<file path="src/rtl/esb_pkg.sv">
package esb_pkg;
  typedef enum logic [2:0] {OP_NONE, OP_GET, OP_EOI, OP_SET, OP_TRIG} esb_op_e;

  // page-offset nibble [11:8] that selects the operation
  localparam logic [3:0] NIB_LD_EOI = 4'h0;
  localparam logic [3:0] NIB_ST_EOI = 4'h4;
  localparam logic [3:0] NIB_GET    = 4'h8;

  function automatic esb_op_e esb_decode(input logic we, input logic trig_pg,
                                         input logic [3:0] nib);
    esb_op_e op;
    op = OP_NONE;
    if (trig_pg) begin
      if (we) op = OP_TRIG;
    end else if (!we) begin
      if (nib == NIB_LD_EOI)      op = OP_EOI;
      else if (nib == NIB_GET)    op = OP_GET;
      else if (nib[3:2] == 2'b11) op = OP_SET;
    end else if (nib == NIB_ST_EOI) begin
      op = OP_EOI;
    end
    return op;
  endfunction
endpackage

</file>
<file path="src/rtl/esb_cell.sv">
module esb_cell
  import esb_pkg::*;
(
  input  logic       clk_i,
  input  logic       rst_ni,
  input  logic       mm_hit_i,
  input  esb_op_e    op_i,
  input  logic [1:0] set_val_i,
  input  logic       trig_i,
  output logic [1:0] pq_o,
  output logic       emit_o
);
  logic [1:0] pq_q, pq_mm, pq_d;

  always_comb begin
    pq_mm  = pq_q;
    emit_o = 1'b0;
    if (mm_hit_i) begin
      case (op_i)
        OP_EOI: begin
          if (pq_q[0]) begin
            pq_mm  = 2'b10;
            emit_o = 1'b1;
          end else begin
            pq_mm = 2'b00;
          end
        end
        OP_SET:  pq_mm = set_val_i;
        default: ;
      endcase
    end
    // trigger sees the state left by the access
    pq_d = pq_mm;
    if (trig_i) begin
      case (pq_mm)
        2'b00: begin
          pq_d   = 2'b10;
          emit_o = 1'b1;
        end
        2'b01:   pq_d = 2'b01;
        default: pq_d = 2'b11;
      endcase
    end
  end

  always_ff @(posedge clk_i or negedge rst_ni) begin
    if (!rst_ni) pq_q <= 2'b00;
    else         pq_q <= pq_d;
  end

  assign pq_o = pq_q;


  masked_drop_chk: assert property (@(posedge clk_i) disable iff (!rst_ni)
    (pq_q == 2'b01 && trig_i && !mm_hit_i) |=> (pq_q == 2'b01));


  pending_merge_chk: assert property (@(posedge clk_i) disable iff (!rst_ni)
    (pq_q[1] && trig_i && !mm_hit_i) |=> (pq_q == 2'b11));
endmodule

</file>
<file path="src/rtl/esb_rr_arb.sv">
module esb_rr_arb #(
  parameter int unsigned N     = 8,
  parameter int unsigned IDX_W = (N > 1) ? $clog2(N) : 1
) (
  input  logic             clk_i,
  input  logic             rst_ni,
  input  logic [N-1:0]     req_i,
  input  logic             en_i,
  output logic [N-1:0]     gnt_o,
  output logic [IDX_W-1:0] gnt_idx_o
);
  logic [IDX_W-1:0] ptr_q;
  logic             found;

  always_comb begin
    gnt_o     = '0;
    gnt_idx_o = '0;
    found     = 1'b0;
    for (int unsigned k = 0; k < N; k++) begin
      int unsigned idx;
      idx = (int'(ptr_q) + k) % N;
      if (!found && en_i && req_i[idx]) begin
        found      = 1'b1;
        gnt_o[idx] = 1'b1;
        gnt_idx_o  = IDX_W'(idx);
      end
    end
  end

  always_ff @(posedge clk_i or negedge rst_ni) begin
    if (!rst_ni) ptr_q <= '0;
    else if (found)
      ptr_q <= (int'(gnt_idx_o) == N - 1) ? '0 : gnt_idx_o + 1'b1;
  end


  one_grant_chk: assert property (@(posedge clk_i) disable iff (!rst_ni)
    $onehot0(gnt_o));


  grant_has_req_chk: assert property (@(posedge clk_i) disable iff (!rst_ni)
    ((gnt_o & ~req_i) == '0));
endmodule

</file>
<file path="src/rtl/esb_fifo.sv">
module esb_fifo #(
  parameter int unsigned WIDTH = 3,
  parameter int unsigned DEPTH = 4,
  localparam int unsigned AW   = (DEPTH > 1) ? $clog2(DEPTH) : 1
) (
  input  logic             clk_i,
  input  logic             rst_ni,
  input  logic             push_i,
  input  logic [WIDTH-1:0] data_i,
  input  logic             pop_i,
  output logic [WIDTH-1:0] data_o,
  output logic             empty_o,
  output logic             full_o
);
  logic [DEPTH-1:0][WIDTH-1:0] mem_q;
  logic [AW-1:0]               rd_q, wr_q;
  logic [AW:0]                 cnt_q;

  assign empty_o = (cnt_q == '0);
  assign full_o  = (cnt_q == (AW+1)'(DEPTH));
  assign data_o  = mem_q[rd_q];

  always_ff @(posedge clk_i or negedge rst_ni) begin
    if (!rst_ni) begin
      mem_q <= '0;
      rd_q  <= '0;
      wr_q  <= '0;
      cnt_q <= '0;
    end else begin
      if (push_i) begin
        mem_q[wr_q] <= data_i;
        wr_q <= (int'(wr_q) == DEPTH - 1) ? '0 : wr_q + 1'b1;
      end
      if (pop_i)
        rd_q <= (int'(rd_q) == DEPTH - 1) ? '0 : rd_q + 1'b1;
      cnt_q <= cnt_q + (AW+1)'(push_i) - (AW+1)'(pop_i);
    end
  end


  no_overflow_chk: assert property (@(posedge clk_i) disable iff (!rst_ni)
    push_i |-> !full_o);


  no_underflow_chk: assert property (@(posedge clk_i) disable iff (!rst_ni)
    pop_i |-> !empty_o);
endmodule

</file>
<file path="src/rtl/esb_coalescer.sv">
module esb_coalescer
  import esb_pkg::*;
#(
  parameter int unsigned NUM_SRC    = 8,
  parameter int unsigned FIFO_DEPTH = 4,
  localparam int unsigned SRC_W     = (NUM_SRC > 1) ? $clog2(NUM_SRC) : 1
) (
  input  logic               clk_i,
  input  logic               rst_ni,
  input  logic [NUM_SRC-1:0] trig_i,
  input  logic               mm_req_i,
  input  logic               mm_we_i,
  input  logic               mm_trig_pg_i,
  input  logic [SRC_W-1:0]   mm_src_i,
  input  logic [11:0]        mm_off_i,
  output logic               mm_rvalid_o,
  output logic [63:0]        mm_rdata_o,
  output logic               notif_valid_o,
  input  logic               notif_ready_i,
  output logic [SRC_W-1:0]   notif_src_o
);
  esb_op_e                  op;
  logic [NUM_SRC-1:0]       mm_hit, trig_eff, emit, gnt;
  logic [NUM_SRC-1:0][1:0]  pq;
  logic [NUM_SRC-1:0]       req_q;
  logic [SRC_W-1:0]         gnt_idx;
  logic                     fifo_full, fifo_empty, push, pop;
  logic [1:0]               sel_pq;

  assign op = esb_decode(mm_we_i, mm_trig_pg_i, mm_off_i[11:8]);

  for (genvar s = 0; s < NUM_SRC; s++) begin : g_src
    assign mm_hit[s]   = mm_req_i && (int'(mm_src_i) == s);
    assign trig_eff[s] = trig_i[s] | (mm_hit[s] && op == OP_TRIG);

    esb_cell i_cell (
      .clk_i     (clk_i),
      .rst_ni    (rst_ni),
      .mm_hit_i  (mm_hit[s]),
      .op_i      (op),
      .set_val_i (mm_off_i[9:8]),
      .trig_i    (trig_eff[s]),
      .pq_o      (pq[s]),
      .emit_o    (emit[s])
    );
  end

  always_comb begin
    sel_pq = 2'b00;
    for (int s = 0; s < NUM_SRC; s++)
      if (mm_hit[s]) sel_pq = pq[s];
  end

  always_ff @(posedge clk_i or negedge rst_ni) begin
    if (!rst_ni) begin
      mm_rvalid_o <= 1'b0;
      mm_rdata_o  <= '0;
    end else begin
      mm_rvalid_o <= mm_req_i && !mm_we_i;
      if (mm_req_i && !mm_we_i)
        mm_rdata_o <= (op == OP_GET || op == OP_EOI || op == OP_SET)
                      ? {62'd0, sel_pq} : 64'd0;
    end
  end

  // flags hold sources that owe a notification until the FIFO takes them
  always_ff @(posedge clk_i or negedge rst_ni) begin
    if (!rst_ni) req_q <= '0;
    else         req_q <= (req_q & ~gnt) | emit;
  end

  esb_rr_arb #(.N(NUM_SRC), .IDX_W(SRC_W)) i_arb (
    .clk_i     (clk_i),
    .rst_ni    (rst_ni),
    .req_i     (req_q),
    .en_i      (!fifo_full),
    .gnt_o     (gnt),
    .gnt_idx_o (gnt_idx)
  );

  assign push = |gnt;
  assign pop  = notif_valid_o && notif_ready_i;

  esb_fifo #(.WIDTH(SRC_W), .DEPTH(FIFO_DEPTH)) i_fifo (
    .clk_i   (clk_i),
    .rst_ni  (rst_ni),
    .push_i  (push),
    .data_i  (gnt_idx),
    .pop_i   (pop),
    .data_o  (notif_src_o),
    .empty_o (fifo_empty),
    .full_o  (fifo_full)
  );

  assign notif_valid_o = !fifo_empty;


  hold_notif_chk: assert property (@(posedge clk_i) disable iff (!rst_ni)
    (notif_valid_o && !notif_ready_i) |=> (notif_valid_o && $stable(notif_src_o)));


  load_resp_chk: assert property (@(posedge clk_i) disable iff (!rst_ni)
    (mm_req_i && !mm_we_i) |=> mm_rvalid_o);


  store_no_resp_chk: assert property (@(posedge clk_i) disable iff (!rst_ni)
    !(mm_req_i && !mm_we_i) |=> !mm_rvalid_o);


  rdata_upper_chk: assert property (@(posedge clk_i) disable iff (!rst_ni)
    mm_rvalid_o |-> (mm_rdata_o[63:2] == '0));
endmodule

</file>
<file path="config.mk">
export PLATFORM = sky130hd
export DESIGN_NAME = esb_coalescer
export DESIGN_NICKNAME = d
export VERILOG_FILES = /design/src/rtl/esb_pkg.sv /design/src/rtl/esb_cell.sv /design/src/rtl/esb_rr_arb.sv /design/src/rtl/esb_fifo.sv /design/src/rtl/esb_coalescer.sv
export SDC_FILE = /design/constraint.sdc
export NUM_CORES = 1
export LEC_CHECK = 0
export BUFFER_PORTS_ARGS = -buffer_cell sky130_fd_sc_hd__buf_2
export CORE_MARGIN = 3
export CORE_UTILIZATION = 40
export CTS_CLUSTER_SIZE = 25
export DETAILED_ROUTE_END_ITERATION = 10
export PLACE_DENSITY_LB_ADDON = 0.15
export SLEW_MARGIN = 40
export SYNTH_ARGS = -nofsm -noshare
export SYNTH_HDL_FRONTEND = slang
export SYNTH_SLANG_ARGS = --single-unit
export TNS_END_PERCENT = 10
</file>
<file path="constraint.sdc">
create_clock -name clk_i -period 5.8 [get_ports clk_i]
set_input_delay 0.29 -clock clk_i [delete_from_list [all_inputs] [get_ports clk_i]]
set_output_delay 0.29 -clock clk_i [all_outputs]
set_load 0.01 [all_outputs]
</file>
==> impl_metrics.yaml, run 1 <==
clock_tree:
  cts_hold_buf: 0
  cts_tree: "done"
  cts_resized: 0
  post_cts_buffers: 0
  path_clk_slew_ps: 70
  cts-root-buf: "clkbuf_16"
  clk_latency_ps: 290
  clock_path_buffers: 2
  cts.sinks: 49
  cts_buffers: 5
  htreeDepth: 2
floorplan:
  core_um2: 11600
  io-pin-count: 98
  start_util: 0.415
  row_count: 39
  die_w_um: 116
  fp.dieH_um: 116
  die-area_um2: 13400
setup_path:
  cp-start-kind: "flop"
  endpoint_kind: "flop"
  cp.arrival_ps: 5350
  required_ps: 6020
  cp_max_fo: 12
  crit_slowest_cell: "a211oi_2"
  crit_chain: "inv_1 > ha_1 > mux2_2 > mux2i_1 > a21oi_1 > a211oi_2 > nand2_1 > o21ai_0 > o31ai_2 > nand4_4 > nor2_2 > ha_1 > inv_1 > ha_1 > inv_1 > fa_1 > xnor2_1 > xnor2_1"
  path_class: "reg2reg"
  slowest_delay_ps: 710
cells_and_area:
  area.growth.synth_to_final_pct: 4.54
  stdcell_area_um2: 5040
  nNetsFinal: 606
  nFillCells: 1155
  drive_gt1_frac: 0.185
  final_core_util: 0.434
  diodes: 0
logic_synthesis:
  yosys.area.top_type: "dfrtp_1"
  ys_async_sr_fraction: 1.00
  synth_area_leaders: "dfrtp_1 25%, buf_4 10%, mux4_2 4.7%, nand2_1 4.3%, ha_1 3.9%"
  synth_area_um2: 4820
  synthFlopType: "dfrtp_1"
  synth_edf_count: 0
  syn_area_per_cell_um2: 8.91
  synth_seq_cells: 49
  synth_seq_area_share: 0.254
  yosysTopAreaCellShare: 0.254
  syn_inst: 541
  synth_most_common_cell: "buf_4"
  synth_cell_types: 82
  synthTopCellsByCount: "64 x buf_4, 55 x nand2_1, 49 x dfrtp_1"
  yosys_warnings: 0
pwr:
  vdd_drop_max_mv: 0.463
  p_leak_nw: 2.07
  power.density_nw_per_um2: 653
timing:
  final.period_utilization: 0.886
  max_slew_margin: 0.478
  worst_pin_slew_ps: 777
  rsz0062_at_grt: "no"
  slew_viol_final: 0
  min_period_ps: 5140
  fmax_mhz: 195
  clock_skew_ps: 7.50
  hold_viol_final: 0
  final-setup-viol-count: 0
  setup-tns-final_ps: 0
global_route:
  antenna_found_initial: 0
  grt_pass1_wl_mm: 20.3
  grt_pass1_vias: 3846
  grt_overflow_total: 0
  grt_max_degree: 50
  grt_use_total: 0.191
place:
  place_area_um2: 4850
  place_congestion: 0.903
  dp_hpwl_mm: 9.76
  io_buffers: 27
route:
  ant_nets: 0
  drc: 0
  totalWireLength_mm: 12.8
  via_count: 4138
  vias_per_cell: 5.87
  drt-pass1-iter-count: 5
  wl_per_cell_um: 18.2
  dr.first_iter.drc_count: 442
status:
  status: "complete, no violations"
flow_run:
  drv_cap: 0
min_path:
  min-delay-path-class: "in2async"
cell usage in the layout, fill, tap and decap left out, types with 14 or more instances in the layout:
| master | Yosys | routed |
|---|---|---|
| a21oi_1 | 27 | 27 |
| buf_2 | 2 | 27 |
| conb_1 | 1 | 62 |
| dfrtp_1 | 49 | 49 |
| ha_1 | 15 | 15 |
| inv_1 | 17 | 17 |
| mux2_2 | 14 | 14 |
| mux2i_1 | 14 | 14 |
| nand2_1 | 55 | 55 |
| nor2_1 | 34 | 34 |
| nor2b_1 | 14 | 14 |
| nor3_1 | 19 | 18 |
| o21ai_0 | 18 | 18 |
per-layer routing:
| metal | up-vias | wire (um) | track usage | part of all wire |
|---|---|---|---|---|
| li1 | 1916 | - | - | - |
| met5 | - | 0 | 0 | 0 |
| met3 | 21 | 864 | 0.0287 | 0.067 |
| met2 | 195 | 6140 | 0.313 | 0.48 |
| met4 | 0 | 238 | 0.0565 | 0.019 |
| met1 | 2006 | 5600 | 0.263 | 0.44 |
cell type report:
type / count / area [um2] / share of cell area
clock buffer: 5 / 125 / 0.0248
clock inverter: 3 / 65.1 / 0.0129
inverter: 18 / 67.6 / 0.0134
multi-input combinational: 452 / 3180 / 0.631
sequential: 49 / 1230 / 0.243
tap: 143 / 179 / 0.0355
timing repair buffer: 35 / 195 / 0.0387
state kept, by name, summed over array words and instances (netlist names):
name / cells
i_fifo.wr_q: 2
mm_rdata_o: 2
i_fifo.mem_q: 12
i_fifo.cnt_q: 3
g_src.i_cell.pq_o: 16
i_arb.ptr_q: 3
req_q: 8
i_fifo.rd_q: 2
mm_rvalid_o: 1
worst max-delay path, delay by kind of cell, from the launching register on:
family,cells,cell delay (ps)
AO/OA/AOI/OAI,4,1380
adder cells (fa/ha/maj),4,1260
multiplexers,2,730
AND/OR/NAND/NOR,3,580
flip-flops,1,540
XOR/XNOR,2,320
buffers and inverters,3,250
worst paths after layout:
check	start	end	slack, ps	cells after the start
worst max-delay path	i_arb.ptr_q[1]	i_fifo.cnt_q[2]	660	18
worst min-delay path	rst_ni	g_src[2].i_cell.pq_o[0]	100	2
worst max register to register	i_arb.ptr_q[1]	i_fifo.cnt_q[2]	660	18
worst min register to register	mm_rdata_o[0]	mm_rdata_o[0]	480	2
max in group asynchronous	rst_ni	i_arb.ptr_q[1]	5240	2
min in group clk_i	trig_i[7]	g_src[7].i_cell.pq_o[0]	240	3
per-stage QoR:
step / power (W) / instances / hold slack [ps] / setup slack (ps)
after global placement: 0.00288 / 697 / 438 / 824
after CTS: 0.00330 / 705 / 125 / 698
after detailed placement: 0.00290 / 697 / 445 / 736
after floorplan: 0.00242 / 602 / -5.59 / 1230
final: 0.00329 / 705 / 96.5 / 662
after global routing: 0.00357 / 705 / 149 / 224
cell families (layout without fill, tap and decap cells):
group / Yosys count / in the layout / share of synthesized area
buf+inv: 101 / 61 / 0.135
flops: 49 / 49 / 0.254
other cells: 1 / 62 / 0.000778
mux: 51 / 51 / 0.141
compound gates: 131 / 131 / 0.205
simple gates: 185 / 185 / 0.204
fa+ha+maj: 16 / 16 / 0.0431
xor+xnor: 7 / 7 / 0.0158
power breakdown:
part	total [W]	switching, W	internal (W)
clock network	0.000378	0.000132	0.000246
logic	0.00233	0.00142	0.000915
registers	0.000581	0.000115	0.000466
total	0.00329	0.00166	0.00163
Power figures use the tool's default switching activity.
==> run 2: changes to the inputs <==
--- a/config.mk
+++ b/config.mk
@@ -11,6 +11,7 @@
 export CTS_CLUSTER_SIZE = 25
 export DETAILED_ROUTE_END_ITERATION = 10
 export PLACE_DENSITY_LB_ADDON = 0.15
+export REMOVE_ABC_BUFFERS = 1
 export SLEW_MARGIN = 40
 export SYNTH_ARGS = -nofsm -noshare
 export SYNTH_HDL_FRONTEND = slang
==> impl_metrics.yaml, run 2 (synthesized netlist as in run 1, its figures left out) <==
timing:
  hold_viol_final: 0
  min_period_ps: 5080
  slew_viol_final: 0
  final-setup-viol-count: 0
  rsz0062_at_grt: "no"
  worst_pin_slew_ps: 791
  max_slew_margin: 0.468
  final.period_utilization: 0.875
  clock_skew_ps: 10.1
  fmax_mhz: 197
  setup-tns-final_ps: 0
route:
  totalWireLength_mm: 12.7
  dr.first_iter.drc_count: 486
  drc: 0
  via_count: 4128
  vias_per_cell: 5.84
  wl_per_cell_um: 18.0
  ant_nets: 0
  drt-pass1-iter-count: 6
cells_and_area:
  drive_gt1_frac: 0.188
  largest_reg_flops: 16
  area.growth.synth_to_final_pct: 4.02
  stdcell_area_um2: 5010
  nNetsFinal: 608
  mostFrequentLayoutCells: "62 x conb_1, 55 x nand2_1, 49 x dfrtp_1, 34 x nor2_1"
  final_common_cell: "conb_1"
  diodes: 0
global_route:
  grt_overflow_total: 0
  antenna_found_initial: 0
  grt_use_total: 0.186
  grt_pass1_wl_mm: 19.7
  grt_max_degree: 50
  grt_pass1_vias: 3777
floorplan:
  die-area_um2: 13400
  start_util: 0.415
  io-pin-count: 98
  core_um2: 11600
  fp.dieH_um: 116
  row_count: 39
  die_w_um: 116
pwr:
  vdd_drop_max_mv: 0.378
  p_seq_frac: 0.177
  combPwrFrac: 0.730
  power.density_nw_per_um2: 644
  power_frac_clock: 0.094
  p_switching_w: 0.00168
  p_leak_nw: 2.06
  switching_share: 0.520
  internal_power_w: 0.00155
clock_tree:
  cts_hold_buf: 0
  path_clk_slew_ps: 70
  cts.sinks: 49
  clock_path_buffers: 2
  cts-root-buf: "clkbuf_16"
  cts_tree: "done"
  cts_buffers: 5
  clk_latency_ps: 300
  cts_resized: 0
  post_cts_buffers: 0
  htreeDepth: 2
setup_path:
  worstReg2RegStart: "i_arb.ptr_q[1]"
  endpoint_kind: "flop"
  path_class: "reg2reg"
  cp.arrival_ps: 5260
  cp_max_fo: 12
  required_ps: 5990
  rrSetupSlack_ps: 720
  r2r_end: "i_fifo.cnt_q[2]"
  reg2reg_depth: 19
  cp-start-kind: "flop"
place:
  io_buffers: 27
  place_congestion: 0.993
  dp_hpwl_mm: 9.88
  place_area_um2: 4860
flow_run:
  drv_cap: 0
min_path:
  min-delay-path-class: "in2async"
status:
  status: "complete, no violations"
[run 2: changes by cell type in the layout (fill, tap and decap cells not counted)]
cell / change
buf_4: +2
bufinv_16: -2
clkinv_2: -1
clkinvlp_4: +1
inv_6: +2
[run 2: how the worst max path moves through the flow]
stage	start	to	slack (ps)	cells after the start
2_1_floorplan	i_arb.ptr_q[0]	i_fifo.cnt_q[2]	560	18
3_3_place_gp	i_arb.ptr_q[1]	i_fifo.cnt_q[2]	840	19
3_5_place_dp	i_arb.ptr_q[1]	i_fifo.cnt_q[2]	750	19
4_1_cts	i_arb.ptr_q[1]	i_fifo.cnt_q[2]	730	19
5_1_grt	i_arb.ptr_q[1]	i_fifo.cnt_q[2]	350	19
6_report	i_arb.ptr_q[1]	i_fifo.cnt_q[2]	720	19
[run 2: power groups by stage]
stage	Clock, W	Sequential, W	Combinational [W]
global route	0.000321	0.000583	0.00261
detailed placement	0	0.000574	0.00234
finish	0.000303	0.000570	0.00235
floorplan	0	0.000596	0.00171
global placement	0	0.000569	0.00233
CTS	0.000311	0.000570	0.00235
[run 2: routing by layer]
| layer | part of all wire | vias up | global-route usage |
|---|---|---|---|
| li1 | - | 1921 | - |
| met1 | 0.45 | 1977 | 0.264 |
| met2 | 0.47 | 210 | 0.299 |
| met3 | 0.061 | 20 | 0.0287 |
| met4 | 0.011 | 0 | 0.0410 |
| met5 | 0 | - | 0 |
[run 2: through the flow]
step,hold slack (ps),total power [W],worst slack [ps],cells,utilization
2_1_floorplan,-5.59,0.00231,563,519,-
3_5_place_dp,442,0.00292,751,699,0.419
4_1_cts,119,0.00323,735,707,0.432
5_1_grt,142,0.00352,345,707,0.432
6_report,78.9,0.00323,723,707,0.432
3_3_place_gp,435,0.00290,842,699,0.418
[run 2: cell type report]
cell class	count	area, um2
fill	1148	6600
multi-input combinational	452	3180
sequential	49	1230
timing repair buffer	37	210
tap	143	179
clock buffer	5	125
inverter	18	67.6
clock inverter	3	25.0
[run 2: critical path, stage by stage (launching register included)]
cell and delay, ps:
dfrtp_1 360, buf_4 200, inv_1 100, ha_1 500
mux2_2 400, mux2i_1 300, a21oi_1 200, a211oi_2 750
nand2_1 300, o21ai_0 280, o31ai_2 170, nand4_4 190
nor2_2 80, ha_1 270, inv_1 50, ha_1 130
inv_1 40, fa_1 380, xnor2_1 150, xnor2_1 130
==> run 3: changes to the inputs <==
--- a/config.mk
+++ b/config.mk
@@ -5,6 +5,7 @@
 export SDC_FILE = /design/constraint.sdc
 export NUM_CORES = 1
 export LEC_CHECK = 0
+export ABC_AREA = 1
 export BUFFER_PORTS_ARGS = -buffer_cell sky130_fd_sc_hd__buf_2
 export CORE_MARGIN = 3
 export CORE_UTILIZATION = 40
==> constraint.sdc (replaced) <==
create_clock -name clk_i -period 5.8 [get_ports clk_i]
set_input_delay 1.45 -clock clk_i [delete_from_list [all_inputs] [get_ports clk_i]]
set_output_delay 1.45 -clock clk_i [all_outputs]
set_load 0.01 [all_outputs]
==> impl_metrics.yaml, run 3 <==
status:
  status: "complete, no violations"
route:
  wl_met1_mm: 5.44
  totalWireLength_mm: 11.4
  dr.first_iter.drc_count: 302
  wl_per_cell_um: 13.4
  route.met2.wl_mm: 5.06
  vias_per_cell: 4.99
  met3WireLength_um: 683
  ant_nets: 0
  drt-pass1-iter-count: 5
  via_count: 4264
  drc: 0
  route.top_layer_used: "met4"
clock_tree:
  cts_hold_buf: 0
  htreeDepth: 2
  cts.sinks: 49
  clock_path_buffers: 2
  clk_latency_ps: 290
  cts_tree: "done"
  cts_resized: 0
  cts-root-buf: "clkbuf_16"
  cts_buffers: 5
  path_clk_slew_ps: 70
  post_cts_buffers: 0
logic_synthesis:
  synth_most_common_cell: "nand2_1"
  syn_area_per_cell_um2: 6.62
  yosysTopAreaCellShare: 0.269
  ys_async_sr_fraction: 1.00
  synth_area_leaders: "dfrtp_1 27%, nand2_1 13%, buf_4 11%, nor2_1 7.7%, nand3_1 6.1%"
  synth_cell_types: 41
  yosys.area.top_type: "dfrtp_1"
  synth_area_um2: 4560
  synth_seq_cells: 49
  syn_inst: 689
  synth_seq_area_share: 0.269
  synthTopCellsByCount: "159 x nand2_1, 94 x nor2_1, 71 x inv_1"
  synthFlopType: "dfrtp_1"
  synth_edf_count: 0
  yosys_warnings: 0
setup_path:
  path_class: "reg2reg"
  cp.arrival_ps: 4530
  reg2reg_depth: 26
  rrSetupSlack_ps: 1440
  cp-start-kind: "flop"
  cp_max_fo: 24
  endpoint_kind: "flop"
  worstReg2RegStart: "i_arb.ptr_q[0]"
  required_ps: 5980
  r2r_end: "i_fifo.cnt_q[2]"
global_route:
  antenna_found_initial: 0
  grt_use_total: 0.181
  grt_max_degree: 50
  grt_pass1_vias: 3967
  grt_pass1_wl_mm: 19.2
  grt_overflow_total: 0
timing:
  setup-tns-final_ps: 0
  hold_viol_final: 0
  min_period_ps: 4360
  final.period_utilization: 0.751
  final-setup-viol-count: 0
  slew_viol_final: 0
  rsz0062_at_grt: "no"
  hold_slack_ps: 471
  fmax_mhz: 230
  max_slew_margin: 0.581
  clock_skew_ps: 5.18
  worst_pin_slew_ps: 629
cells_and_area:
  regArea_um2: 1230
  diodes: 0
  area.growth.synth_to_final_pct: 4.04
  nNetsFinal: 758
  final_common_cell: "nand2_1"
  drive_gt1_frac: 0.105
  nFillCells: 1198
  mostFrequentLayoutCells: "159 x nand2_1, 94 x nor2_1, 71 x inv_1, 62 x conb_1, 56 x nand3_1"
  multi_input_area_um2: 2700
  largest_reg_flops: 16
min_path:
  holdPathEnd: "i_fifo.mem_q[4]"
  worstHoldStart: "i_fifo.mem_q[4]"
  min-delay-path-class: "reg2reg"
  min_path_cells: 2
floorplan:
  fp.dieH_um: 113
  core_um2: 11000
  row_count: 38
  die_w_um: 113
  start_util: 0.415
  die-area_um2: 12700
  io-pin-count: 98
place:
  io_buffers: 27
  dp_hpwl_mm: 8.72
  place_congestion: 0.890
flow_run:
  drv_cap: 0
[run 3: cell types whose count changed in the layout (fill, tap and decap cells not counted), moves of 17 or more]
cell | previous run | this run
nand2_1 | 55 | 159
nor2_1 | 34 | 94
o21ai_0 | 18 | 44
inv_1 | 17 | 71
nand3_1 | 5 | 56
a21oi_1 | 27 | 10
[run 3: how the worst max path moves through the flow]
| stage | from | end | slack, ps | cells after the start |
|---|---|---|---|---|
| 2_1_floorplan | i_arb.ptr_q[0] | i_fifo.cnt_q[2] | 1250 | 22 |
| 3_3_place_gp | i_arb.ptr_q[0] | i_fifo.cnt_q[1] | 1290 | 26 |
| 3_5_place_dp | i_arb.ptr_q[0] | i_fifo.cnt_q[2] | 1280 | 26 |
| 4_1_cts | i_arb.ptr_q[0] | i_fifo.cnt_q[2] | 1260 | 26 |
| 5_1_grt | i_arb.ptr_q[0] | i_fifo.cnt_q[2] | 1100 | 26 |
| 6_report | i_arb.ptr_q[0] | i_fifo.cnt_q[2] | 1440 | 26 |
[run 3: per-layer routing]
layer	vias up	global-route usage
met2	144	0.279
met5	-	0
met3	20	0.0241
met4	0	0.0601
met1	1934	0.263
li1	2166	-
[run 3: per-stage QoR]
| stage | worst slack [ps] | instances | instance area (um2) | util |
|---|---|---|---|---|
| floorplan | 1250 | 673 | 4220 | - |
| global placement | 1290 | 846 | 4570 | 0.416 |
| detailed placement | 1280 | 846 | 4570 | 0.416 |
| CTS | 1260 | 854 | 4740 | 0.432 |
| global route | 1100 | 854 | 4740 | 0.432 |
| finish | 1440 | 854 | 4740 | 0.432 |
[run 3: layout make-up]
| type | instances | area share |
|---|---|---|
| multi-input cells | 547 | 0.570 |
| clock buffers | 5 | 0.0264 |
| clock inverters | 3 | 0.00923 |
| inverters | 77 | 0.0609 |
| well taps | 140 | 0.0369 |
| repair buffers | 33 | 0.0380 |
| flip-flops and latches | 49 | 0.259 |
[run 3: critical path: stages, from the launching register on]
cell and delay (ps):
dfrtp_2 670, inv_2 70, buf_4 230, nand2_1 100
nand3_1 60, nand2_1 130, nand2_1 90, nand3_1 430
nand2_2 140, inv_1 100, nand4_2 110, nor2_2 270
nand2_1 120, inv_2 190, nand2_1 70, nand3_1 130
nor2_1 80, nand2_1 70, nor2_1 50, nand2_2 90
inv_1 50, ha_1 260, inv_1 60, ha_1 130
inv_1 40, fa_1 370, xnor2_1 130
[run 3: cell families after synthesis]
kind of cell / synth area share
AOI/OAI and AO/OA: 0.137
xor gates and xnor gates: 0.00577
adders and majority gates: 0.0456
buffers and inverters: 0.189
DFF: 0.269
other: 0.000823
and+or+nand+nor: 0.353
Power of run 3 is not shown: default switching activity piles up to over one toggle a cycle in this logic, so the estimate is an artifact.
